## src/rtl/lcd_seg_pkg.sv

```systemverilog
package lcd_seg_pkg;

  typedef enum logic [1:0] {
    DRV_STATIC_ALT = 2'b00,
    DRV_STATIC     = 2'b01,
    DRV_DUPLEX     = 2'b10,
    DRV_TRIPLEX    = 2'b11
  } drv_mode_e;

  // number of active 32-bit banks for a drive mode
  function automatic logic [1:0] banks_for(input logic [1:0] m);
    case (drv_mode_e'(m))
      DRV_TRIPLEX: return 2'd3;
      DRV_DUPLEX:  return 2'd2;
      default:     return 2'd1;
    endcase
  endfunction

endpackage

```

## src/rtl/lcd_frame_div.sv

```systemverilog
module lcd_frame_div #(
  parameter int HALF_FRAME = 1200
) (
  input  logic clk,
  input  logic rst,
  output logic tick,
  output logic phase
);
  localparam int CNT_W = (HALF_FRAME > 1) ? $clog2(HALF_FRAME) : 1;
  localparam logic [CNT_W-1:0] LAST = CNT_W'(HALF_FRAME - 1);

  logic [CNT_W-1:0] cnt;

  assign tick = (cnt == LAST);

  always_ff @(posedge clk) begin
    if (rst) begin
      cnt   <= '0;
      phase <= 1'b0;
    end else if (tick) begin
      cnt   <= '0;
      phase <= ~phase;
    end else begin
      cnt   <= cnt + 1'b1;
    end
  end
endmodule

```

## src/rtl/lcd_shift_bank.sv

```systemverilog
module lcd_shift_bank #(
  parameter int BANK_W = 32
) (
  input  logic              clk,
  input  logic              rst,
  input  logic              step,
  input  logic              din,
  output logic [BANK_W-1:0] q
);
  always_ff @(posedge clk) begin
    if (rst)       q <= '0;
    else if (step) q <= {q[BANK_W-2:0], din};
  end
endmodule

```

## src/rtl/lcd_disp_latch.sv

```systemverilog
module lcd_disp_latch #(
  parameter int BANK_W = 32,
  parameter int BANKS  = 3
) (
  input  logic                         clk,
  input  logic                         rst,
  input  logic                         load,
  input  logic [1:0]                   nbanks,
  input  logic [BANKS-1:0][BANK_W-1:0] chain,
  output logic [BANKS-1:0][BANK_W-1:0] seg
);
  for (genvar b = 0; b < BANKS; b++) begin : g_bank
    always_ff @(posedge clk) begin
      if (rst)
        seg[b] <= '0;
      else if (load)
        seg[b] <= (b < int'(nbanks)) ? chain[b] : '0;
    end
  end
endmodule

```

## src/rtl/seg_serial_loader.sv

```systemverilog
module seg_serial_loader #(
  parameter int BANK_W     = 32,
  parameter int HALF_FRAME = 1200
) (
  input  logic              clk,
  input  logic              rst,
  input  logic [1:0]        mode,
  input  logic              ser_clk,
  input  logic              ser_dat,
  input  logic              ser_en,
  output logic              ser_out,
  output logic              frame_phase,
  output logic [3*BANK_W-1:0] seg_bits
);
  import lcd_seg_pkg::*;

  localparam int BANKS = 3;

  logic                         sclk_q;
  logic                         step;
  logic                         frame_tick;
  logic [1:0]                   nbanks;
  logic [BANKS-1:0][BANK_W-1:0] chain;
  logic [BANKS-1:0][BANK_W-1:0] seg_q;

  always_ff @(posedge clk) begin
    if (rst) sclk_q <= 1'b0;
    else     sclk_q <= ser_clk;
  end

  assign step   = ser_en & ser_clk & ~sclk_q;
  assign nbanks = banks_for(mode);

  for (genvar b = 0; b < BANKS; b++) begin : g_chain
    logic din_b;
    if (b == 0) begin : g_head
      assign din_b = ser_dat;
    end else begin : g_link
      assign din_b = chain[b-1][BANK_W-1];
    end
    lcd_shift_bank #(.BANK_W(BANK_W)) u_bank (
      .clk (clk),
      .rst (rst),
      .step(step),
      .din (din_b),
      .q   (chain[b])
    );
  end

  always_comb begin
    case (nbanks)
      2'd3:    ser_out = chain[2][BANK_W-1];
      2'd2:    ser_out = chain[1][BANK_W-1];
      default: ser_out = chain[0][BANK_W-1];
    endcase
  end

  lcd_frame_div #(.HALF_FRAME(HALF_FRAME)) u_div (
    .clk  (clk),
    .rst  (rst),
    .tick (frame_tick),
    .phase(frame_phase)
  );

  lcd_disp_latch #(.BANK_W(BANK_W), .BANKS(BANKS)) u_latch (
    .clk   (clk),
    .rst   (rst),
    .load  (frame_tick & ~ser_en),
    .nbanks(nbanks),
    .chain (chain),
    .seg   (seg_q)
  );

  assign seg_bits = seg_q;
endmodule

```

## config.mk

```make
export PLATFORM = sky130hd
export DESIGN_NAME = seg_serial_loader
export DESIGN_NICKNAME = d
export VERILOG_FILES = /design/src/rtl/lcd_seg_pkg.sv /design/src/rtl/lcd_frame_div.sv /design/src/rtl/lcd_shift_bank.sv /design/src/rtl/lcd_disp_latch.sv /design/src/rtl/seg_serial_loader.sv
export SDC_FILE = /design/constraint.sdc
export NUM_CORES = 1
export LEC_CHECK = 0
export BUFFER_PORTS_ARGS = -buffer_cell sky130_fd_sc_hd__buf_2
export CAP_MARGIN = 25
export CELL_PAD_IN_SITES_DETAIL_PLACEMENT = 0
export CELL_PAD_IN_SITES_GLOBAL_PLACEMENT = 1
export CORE_MARGIN = 8
export CORE_UTILIZATION = 45
export DETAILED_ROUTE_END_ITERATION = 8
export HOLD_SLACK_MARGIN = 0.06
export PLACE_DENSITY = 0.86
export SYNTH_ARGS = -nofsm -noshare
export SYNTH_HDL_FRONTEND = slang
export SYNTH_HIERARCHICAL = 1
export SYNTH_SLANG_ARGS = --single-unit
```

## constraint.sdc

```tcl
create_clock -name clk -period 2.82 [get_ports clk]
set_input_delay 0.423 -clock clk [delete_from_list [all_inputs] [get_ports clk]]
set_output_delay 0.423 -clock clk [all_outputs]
set_load 0.005 [all_outputs]
```

# After elaboration in Yosys (flattened, before gate mapping)
# Index checks and enable logic that the tools add are counted.
[totals] reg_bits=205 in_bits=7 elab_cells=30
[op_classes] add_sub_neg=1 magnitude_cmp=3 n_eq_ne=5 mux=5 bitwise_logic=6 reduce_logical=1
[op_table] op="32-bit 2-to-1 mux" count=3
[op_table] op="11-bit by 1-bit adder with 11-bit output (second input constant)" count=1
[op_table] op="11-bit equality test (second input constant)" count=1
[op_table] op="2-bit equality test (second input constant)" count=4
[op_table] op="1-bit by 2-bit less-than comparator with 1-bit output (first input constant)" count=2
[op_table] op="2-bit case mux with 2 select lines" count=1
[op_table] op="1-bit AND" count=3
[op_table] op="1-bit NOT" count=3
[op_table] op="2-bit less-than comparator (first input constant)" count=1
[op_table] op="1-bit case mux with 2 select lines" count=1
[op_table] op="2-bit OR reduction" count=1

# Longest topological paths before layout
[logic_depth] depth_word=4 depth_mapped=10

# Modules after synthesis
# Netlist, hierarchy kept.
[by_module_without_submodules] mod="lcd_disp_latch" n_inst=1 cells_each=434 area_each_um2=4749.6 seq_area_each_um2=1921.8
[by_module_without_submodules] mod="lcd_shift_bank" n_inst=3 cells_each=103 area_each_um2=1163.6 seq_area_each_um2=640.6
[by_module_without_submodules] mod="lcd_frame_div" n_inst=1 cells_each=62 area_each_um2=551.8 seq_area_each_um2=240.2
[by_module_without_submodules] mod="seg_serial_loader" n_inst=1 cells_each=10 area_each_um2=68.8 seq_area_each_um2=20.0

# Worst setup path after synthesis
# OpenSTA, ideal clock, no wires.
[synth_timing] path_type="register to register" from="register u_div.cnt[0]" to="register u_latch/seg[67] (netlist bit)" setup_time_ns=0.071 arrival_ns=1.962 required_ns=2.749 path_slack_ns=0.786 path_stages_with_launch=11 path_buffers=4 synth_period_minus_slack_ns=2.034 cell_sequence="dfxtp_1 ha_1 nand4_1 and3b_1 buf_6 nor2b_1 buf_6 buf_12 buf_12 nand4_2 a21oi_2"
[synth_via] elab_chain_cells=2
[synth_rtl] item="from (decl)" line="lcd_frame_div.sv:12" text="logic [CNT_W-1:0] cnt;"
[synth_rtl] item="from (signal assigned)" line="lcd_frame_div.sv:24" text="cnt <= cnt + 1'b1;"
[synth_rtl] item="11-bit equality test" line="lcd_frame_div.sv:14" text="assign tick = (cnt == LAST);"
[synth_rtl] item="via frame_tick" line="seg_serial_loader.sv:21" text="logic frame_tick;"
[synth_rtl] item="1-bit AND" line="seg_serial_loader.sv:68" text=".load (frame_tick & ~ser_en),"
[synth_rtl] item="to (signal, indexed assignment)" line="lcd_disp_latch.sv:17" text="seg[b] <= (b < int'(nbanks)) ? chain[b] : '0;"
[synth_rtl] item="to (decl)" line="lcd_disp_latch.sv:10" text="output logic [BANKS-1:0][BANK_W-1:0] seg"
# The timed path passes the listed nets, and every way through them passes these cells.
# A chain may end at the register's enable or synchronous reset.

# Worst setup path after layout
[layout_timing] from="register u_div.cnt[0]" to="register u_latch/seg[6] (netlist bit)"
# Same word-level chain as after synthesis.

==> impl_metrics.yaml <==
cells_and_area:
  finalNonFillerCells: 1168
  final_cell_mix: "205 x dfxtp_1, 102 x nor2_1, 102 x buf_2"
  fin_nets: 895
  finish.utilization_pct: 51.86
  syn_to_final_growth_pct: 13.53
  drive_gt1_share_pct: 35.44
  final_common_cell: "dfxtp_1"
  n_antenna_cell: 0
worst_setup_path:
  cp-start-kind: "register"
  reg2reg_from: "u_div/cnt[0]"
  cp.required_ns: 3.18
  worstSetupStartpoint: "u_div/cnt[0]"
  critical_path.cell_chain: "ha_1 > nand4_1 > and3b_1 > nor2b_4 > buf_12 > buf_4 > nand2b_1 > a21oi_2"
  cp-end-kind: "register"
  r2r_end: "u_latch/seg[6]"
  crit_family: "simple AND/OR/NAND/NOR gates"
  max_stage_delay_ns: 0.43
  worstPathMaxFanout: 43
  reg2reg_slack_ns: 0.41
  worstSetupPathType: "register to register"
  cp.arrival_ns: 2.76
  r2r_cells: 8
  critPathSlowestCell: "and3b_1"
  critPathBufInv: 2
sta:
  drv_slew: 0
  maxSlewHeadroom_pct: 53.39
  skew_ns: 0.01452
  rsz0062_at_grt: "no"
  finalHoldViolations: 0
  layout_min_cycle_time_ns: 2.408
  post-route-period-util_pct: 85.40
  fmax_ghz: 0.4152
  tns_ns: 0
  tightest_slew_ns: 0.6991
  setup_viol: 0
  whs_ns: 0.1756
synthesis:
  yosys_most_used_dff: "dfxtp_1"
  syn-num-nets: 823
  synth_top_family_by_area: "simple AND/OR/NAND/NOR gates"
  synth-edff-count: 0
  yosysWarningCount: 6
  async_reset_ff_share_pct: 0
  synth_compound_area_share_pct: 13.06
  synth_simple_gate_area_share_pct: 21.27
  ys_seq_area_share_pct: 46.31
  netlist_area_um2: 8861
  muxShareOfSynthArea_pct: 10.96
  yosys_register_bits: 205
  synthAdderAreaFrac_pct: 0.1412
  synth_cells: 815
  syn_area_per_cell_um2: 10.87
  synth_cell_types: 32
  synthXorXnorAreaFrac_pct: 0.5931
clocking:
  clock-sinks: 205
  cts_setup_buffers: 0
  hold_buffers: 0
  cts-root-buf: "clkbuf_16"
  clk_pin_slew_ns: 0.06
  post_cts_resize_count: 0
  clk_latency_ns: 0.50
  cts_tree: "yes"
  cts_buffers: 22
  cts_max_path_buffers: 3
  cts-htree-levels: 1
pwr:
  p_leak_nw: 3.689
  peakVddDrop_uv: 320.3
  powerDensity_nw_per_um2: 606.7
  design_power_total_mw: 6.104
hold_path:
  holdCritStartpoint: "ser_clk"
  hold_class: "input port to register"
  hold_end: "sclk_q"
  hold_depth: 2
flow_run:
  drv_cap: 0
die:
  pin_count: 105
  die_h_um: 156.3
  dieArea_um2: 24440
  die_w_um: 156.3
  rows: 51
  core_um2: 19400
  initial_core_util_pct: 45.68
drt:
  first_pass_iters: 4
  drc: 0
  ant_nets: 0
  routed_wl_um: 17530
  wl_per_cell_um: 15.01
  drt_iter0_drc: 271
  via_count: 5823
  vias_per_cell: 4.985
global_routing:
  grt_busiest_layer: "met2"
  grt_use_total_pct: 14.05
  grt_util_met3_pct: 3.172
  grt_pass1_wl_um: 28990
  antenna_found_initial: 0
  grt_util_met2_pct: 22.99
  grt_pass1_vias: 5747
  overflow: 0
  grt_max_degree: 97
  grt_use_met1_pct: 18.36
placed_design:
  place_congestion: 0.7216
  io_buffer_count: 104
  dpl.hpwl_um: 10610
  dp_cells: 1127
outcome:
  status: "finished clean"
-- stage by stage --
stage	setup WS [ns]	instance area, µm²
after floorplan	0.7865	8861
after global placement	0.4964	9278
after detailed placement	0.4152	9278
after CTS	0.3932	10030
after global routing	0.1767	10060
final	0.4117	10060
-- area by class of cell --
type / count / area (µm²)
clock buffers: 36 / 684.4
clock inverters: 4 / 70.07
fillers: 1776 / 9339
inverters: 2 / 7.507
multi-input cells: 534 / 4100
flip-flops and latches: 205 / 4104
well taps: 265 / 331.6
repair buffers: 122 / 762.0
-- power by group --
group	internal, mW	switching, mW
Combinational	0.0635	0.160
Clock	1.84	1.13
Sequential	2.90	0.00935
Total	4.80	1.30
-- cell usage after synthesis, types with 12 or more instances --
master	number	area, µm²
nand3_2	32	320.3
mux2i_1	97	970.9
buf_12	18	360.4
clkbuf_1	26	97.59
nor2_1	103	386.6
nand4_2	32	400.4
o211ai_2	16	200.2
nand2b_1	97	606.8
a21oi_2	80	700.7
buf_2	12	60.06
dfxtp_1	205	4104
o211ai_1	17	127.6
buf_4	13	97.59
a21oi_1	23	115.1
-- worst max path at each step --
stage / endpoint / slack (ns) / cells past startpoint
2_1_floorplan: u_latch/seg[67] / 0.79 / 10
3_3_place_gp: u_latch/seg[78] / 0.50 / 8
3_5_place_dp: u_latch/seg[80] / 0.42 / 8
4_1_cts: u_latch/seg[80] / 0.39 / 8
5_1_grt: u_latch/seg[31] / 0.18 / 8
6_report: u_latch/seg[6] / 0.41 / 8
-- cells by family after synthesis --
family                   after synthesis
adder cells (fa/ha/maj)                1
buffers and inverters                 76
AO/OA/AOI/OAI                        138
XOR/XNOR                               6
flip-flops                           205
AND/OR/NAND/NOR                      292
multiplexers                          97
-- metal layers --
metal | wire length [µm] | share of wire, % | up-vias
li1 | - | - | 2955
met1 | 8410 | 48 | 2748
met2 | 7923 | 45 | 92
met3 | 910 | 5.2 | 28
met4 | 289 | 1.6 | 0
met5 | 0 | 0 | -
-- registers in the layout, summed over array words and instances (netlist names) --
register,count
u_div/cnt,11
sclk_q,1
u_latch/seg,96
u_div/phase,1
g_chain.u_bank/q,96
Power figures use the tool's default switching activity.
